$ cat src/rtl/watch_ctl.sv
module watch_ctl #(
  parameter int SRC_W    = 16,
  parameter int BASE_EXP = 9
) (
  input  logic             clk,
  input  logic             rst_n,
  input  logic             sleep_req,
  input  logic             standby_sel,
  input  logic             direct_xfer,
  input  logic             wdt_clk_sel,
  input  logic             med_sel,
  input  logic [2:0]       settle_sel,
  input  logic             nmi,
  input  logic             wdt_ovf,
  input  logic [SRC_W-1:0] irq_in,
  input  logic [SRC_W-1:0] irq_en,
  input  logic [SRC_W-1:0] key_in,
  input  logic [SRC_W-1:0] key_en,
  input  logic [SRC_W-1:0] wue_in,
  input  logic [SRC_W-1:0] wue_en,
  input  logic             ps2_irq,
  input  logic             ps2_en,
  input  logic             ir_irq,
  input  logic             ir_en,
  input  logic             cpu_mask,
  input  logic             reset_pin_n,
  output logic             cpu_clk_en,
  output logic             periph_clk_en,
  output logic             ir_clk_en,
  output logic             wdt_clk_en,
  output logic [1:0]       mode,
  output logic             irq_start,
  output logic             rst_exc_start
);
  localparam int CW = BASE_EXP + 8;

  typedef enum logic [2:0] {S_HIGH, S_MED, S_WATCH, S_SETTLE, S_RST} st_t;
  st_t state;
  logic [CW-1:0] cnt;

  wire maskable = wdt_ovf | (|(irq_in & irq_en)) | (|(key_in & key_en))
                | (|(wue_in & wue_en)) | (ps2_irq & ps2_en) | (ir_irq & ir_en);
  wire wake     = nmi | (~cpu_mask & maskable);
  wire enter    = sleep_req & standby_sel & ~direct_xfer & wdt_clk_sel;
  wire settling = (state == S_SETTLE);
  wire [CW-1:0] one  = CW'(1);
  wire [CW-1:0] load = (one << (BASE_EXP + 32'(settle_sel))) - one;

  always_ff @(posedge clk or negedge rst_n) begin
    if (!rst_n) begin
      state         <= S_HIGH;
      cnt           <= '0;
      irq_start     <= 1'b0;
      rst_exc_start <= 1'b0;
    end else begin
      irq_start     <= 1'b0;
      rst_exc_start <= 1'b0;
      if (!reset_pin_n) state <= S_RST;
      else begin
        case (state)
          S_HIGH:  if (enter) state <= S_WATCH;
          S_WATCH: if (wake) begin
            if (med_sel) begin
              state     <= S_MED;
              irq_start <= 1'b1;
            end else begin
              state <= S_SETTLE;
              cnt   <= load;
            end
          end
          S_SETTLE: if (cnt == '0) begin
            state     <= S_HIGH;
            irq_start <= 1'b1;
          end else cnt <= cnt - one;
          S_RST: begin
            state         <= S_HIGH;
            rst_exc_start <= 1'b1;
          end
          default: ;
        endcase
      end
    end
  end

  assign cpu_clk_en    = (state != S_WATCH);
  assign periph_clk_en = (state != S_WATCH);
  assign ir_clk_en     = 1'b1;
  assign wdt_clk_en    = 1'b1;

  always_comb begin
    case (state)
      S_MED:   mode = 2'b01;
      S_WATCH: mode = 2'b10;
      S_RST:   mode = 2'b11;
      default: mode = 2'b00;
    endcase
  end
endmodule

$ cat config.mk
export PLATFORM = sky130hd
export DESIGN_NAME = watch_ctl
export DESIGN_NICKNAME = d
export VERILOG_FILES = /design/src/rtl/watch_ctl.sv
export SDC_FILE = /design/constraint.sdc
export NUM_CORES = 1
export LEC_CHECK = 0
export ABC_CLOCK_PERIOD_IN_PS = 6200
export BUFFER_PORTS_ARGS = -buffer_cell sky130_fd_sc_hd__buf_2
export CAP_MARGIN = 20
export CORE_ASPECT_RATIO = 0.5
export CORE_UTILIZATION = 48
export CTS_CLUSTER_SIZE = 16
export DETAILED_ROUTE_END_ITERATION = 8
export PLACE_DENSITY = 0.87
export SYNTH_ARGS = -nofsm -noshare
export SYNTH_HDL_FRONTEND = slang
export SYNTH_SLANG_ARGS = --single-unit
$ cat constraint.sdc
create_clock -name clk -period 6.2 [get_ports clk]
set_input_delay 0.93 -clock clk [delete_from_list [all_inputs] [get_ports clk]]
set_output_delay 0.93 -clock clk [all_outputs]
set_load 0.02 [all_outputs]
==> impl_metrics.env <==
export IMPL_status="finished, final reports clean"
export IMPL_hold_depth=1
export IMPL_ioPinCount=122
export IMPL_viasPerCell=5.89
export IMPL_syn_area_um2=2040
export IMPL_final_hold_viol_count=0
export IMPL_powerDensity_nw_per_um2=157
export IMPL_drt_iter0_markers=168
export IMPL_routed_wl_um=6110
export IMPL_multi_input_area_um2=1390
export IMPL_max_cap_violations=0
export IMPL_pwr_share_comb_pct=33.7
export IMPL_routedWlPerCell_um=14.5
export IMPL_r2r_cells=10
export IMPL_core_um2=3980
export IMPL_drt_antenna_violating_nets=0
export IMPL_crit_buf_inv=1
export IMPL_setup_tns_final_ns=0
export IMPL_postCtsResizedCells=0
export IMPL_fin_ws_ns=2.57
export IMPL_cpMaxStageDelayCell="nor2_1"
export IMPL_clk_latency_ns=0.27
export IMPL_dp_hpwl_um=4830
export IMPL_clockPowerShare_pct=25.3
export IMPL_cp_data_arrival_time_ns=3.83
export IMPL_grt_pass1_vias=2238
export IMPL_syn_to_final_growth_pct=32.0
export IMPL_slew_violations=0
export IMPL_core_rowCount=16
export IMPL_root_buffer="clkbuf_8"
export IMPL_slew_limit_headroom_pct=40.6
export IMPL_gp_congestion=0.913
export IMPL_finalSetupViolCount=0
export IMPL_holdWs_ns=0.528
export IMPL_power_switching_share_pct=32.7
export IMPL_max_freq_mhz=275
export IMPL_yosys_warnings=0
export IMPL_cp_cell_sequence="buf_2, and2_1, ha_1, and4b_1, nand3_1, a21boi_0, ha_1, nand3_1, nor2_1, nand2_1, o221a_1, o22ai_1"
export IMPL_worst_pin_slew_ns=0.890
export IMPL_p_int_uw=284
export IMPL_grt_overflow=0
export IMPL_clk_path_buf_depth=2
export IMPL_drive_gt1_share_pct=36.8
export IMPL_synth_seq_cells=22
export IMPL_cts_tree="built"
export IMPL_rsz0062_at_grt="false"
export IMPL_syn_inst=257
export IMPL_period_needed_ns=3.63
export IMPL_ir_drop_v=0.0000750
export IMPL_power_net_switching_uw=138
export IMPL_post_cts_buffers=0
export IMPL_p_seq_share_pct=41.0
export IMPL_nets=486
export IMPL_hold_class="reg2reg"
export IMPL_preCtsSetupSlack_ns=2.35
export IMPL_r2r_slack_ns=3.23
export IMPL_grt_max_degree=31
export IMPL_power_uw=422
export IMPL_start_util_pct=51.2
export IMPL_seqCellArea_um2=551
export IMPL_min_to="cnt[6]$_DFFE_PN0P_"
export IMPL_port_buffers=119
export IMPL_fp_dieW_um=94.2
export IMPL_hold_start="cnt[6]$_DFFE_PN0P_"
export IMPL_syn_area_per_cell_um2=7.94
export IMPL_start_kind="input port"
export IMPL_ys_seq_area_share_pct=27.0
export IMPL_synth_cell_types=64
export IMPL_critPathTopFamily="simple AND/OR/NAND/NOR gates"
export IMPL_dr_pass1_iters=5
export IMPL_path_class="in2reg"
export IMPL_drc=0
export IMPL_clock_sinks=22
export IMPL_skew_ns=0.00380
export IMPL_final_util_pct=67.6
export IMPL_vias=2478
export IMPL_fin_crit_sh_pct=58.6
export IMPL_synth_edf_count=0
export IMPL_die_y_um=48.1
export IMPL_antennaDiodeCount=0
export IMPL_cp_required_ns=6.40
export IMPL_hold_buffers=0
export IMPL_die_area_um2=4530
export IMPL_worstSetupEndpointType="register"
export IMPL_leakagePower_nw=1.37
export IMPL_cts_made_buffers=3
export IMPL_cts_max_level=1
export IMPL_clk_pin_slew_ns=0.08
export IMPL_synth_ff_type="dfrtp_1"
export IMPL_slowest_delay_ns=0.44
export IMPL_grt_first_pass_wirelength_um=9320
export IMPL_worstPathMaxFanout=10
export IMPL_timing_rr_end="cnt[12]$_DFFE_PN0P_"
export IMPL_fillers=331
export IMPL_grtUsageTotal_pct=26.6
export IMPL_antenna_found_initial=0
export IMPL_async_reset_ff_share_pct=100
export IMPL_r2r_start="state[0]$_DFFE_PN0P_"
[registers in the layout, summed over array words and instances, names as in the netlist]
name           count
cnt               17
irq_start          1
rst_exc_start      1
state              3
[synthesized netlist by cell type (3+ instances only)]
master / number / area [um^2]
dfrtp_1: 22 / 551
a31oi_1: 7 / 43.8
a22oi_1: 16 / 120
and2_1: 4 / 25.0
nor2b_1: 3 / 18.8
buf_4: 3 / 22.5
nand4_1: 6 / 37.5
a21o_1: 3 / 22.5
xnor2_1: 3 / 26.3
inv_1: 6 / 22.5
buf_2: 5 / 25.0
o21ai_1: 3 / 15.0
nand3_1: 12 / 60.1
nor3_1: 8 / 40.0
a21oi_1: 18 / 90.1
nor4_1: 3 / 18.8
ha_1: 4 / 50.1
o22ai_1: 3 / 18.8
nor2_1: 21 / 78.8
o21ai_0: 13 / 65.1
mux2i_1: 4 / 40.0
nand2_1: 26 / 97.6
a221oi_1: 5 / 43.8
clkbuf_1: 7 / 26.3
a22o_1: 7 / 61.3
[placed cells by master (no fill, tap or decap), types with 3 or more instances in the layout]
master    instances
a22o_1            7
inv_1             6
nor4_1            3
clkbuf_8          4
nand3_1          12
nor2_1           21
nand4_1           6
a21o_1            3
o21ai_0          13
a22oi_1          16
o22ai_1           3
a21oi_1          18
buf_2           119
mux2i_1           4
ha_1              4
dfrtp_1          22
a31oi_1           7
and2_1            4
nor2b_1           3
nor3_1            8
a221oi_1          5
o21ai_1           3
xnor2_1           3
nand2_1          26
[cell families (layout without fill, tap and decap cells)]
family / after synthesis / count (layout) / synth area share [%]
AOI/OAI and AO/OA: 91 / 91 / 31.0
xor gates and xnor gates: 4 / 4 / 1.72
adders and majority gates: 4 / 4 / 2.45
buffers and inverters: 22 / 131 / 5.28
DFF: 22 / 22 / 27.0
muxes: 6 / 6 / 3.07
other: 1 / 2 / 0.184
and+or+nand+nor: 107 / 107 / 29.3
[worst max path at each step]
stage	startpoint	end	slack (ns)	cells past startpoint
floorplan	settle_sel[1]	cnt[16]$_DFFE_PN0P_	2.69	13
global placement	settle_sel[1]	cnt[16]$_DFFE_PN0P_	2.55	12
detailed placement	settle_sel[0]	cnt[16]$_DFFE_PN0P_	2.35	12
CTS	settle_sel[1]	cnt[16]$_DFFE_PN0P_	2.63	12
global route	settle_sel[0]	cnt[16]$_DFFE_PN0P_	2.35	12
finish	settle_sel[1]	cnt[12]$_DFFE_PN0P_	2.57	12
[per-layer routing]
metal / part of all wire [%] / vias up / GRT usage [%] / routed length [um]
li1: - / 1195 / - / -
met1: 41 / 1135 / 30.9 / 2520
met2: 51 / 128 / 52.2 / 3080
met3: 6.2 / 20 / 4.21 / 376
met4: 2.0 / 0 / 10.8 / 120
met5: 0 / - / 0 / 0
[through the flow]
step	instance area, um^2	instances
CTS	2690	421
global route	2690	421
finish	2690	421
floorplan	2040	258
global placement	2640	417
detailed placement	2640	417
[worst reg2reg max path, delay by kind of cell, from the launching register on]
| kind | cells | cell delay [ns] |
|---|---|---|
| flip-flops | 1 | 0.56 |
| AO/OA/AOI/OAI | 3 | 0.67 |
| adder cells (fa/ha/maj) | 1 | 0.33 |
| buffers and inverters | 1 | 0.22 |
| AND/OR/NAND/NOR | 5 | 1.11 |
[power groups by stage]
stage	clock, mW	sequential [mW]	combinational [mW]
global placement	0	0.174	0.133
CTS	0.108	0.172	0.141
finish	0.107	0.173	0.142
floorplan	0	0.171	0.0853
detailed placement	0	0.175	0.139
global route	0.113	0.175	0.157
[area by class of cell]
type                            count  area share, %
Multi-Input combinational cell    214           51.5
Timing Repair Buffer              121           22.7
Inverter                            6          0.837
Sequential cell                    22           20.5
Clock buffer                        4           2.05
Tap cell                           54           2.51
Note: power is estimated with default switching activity, not from simulation.
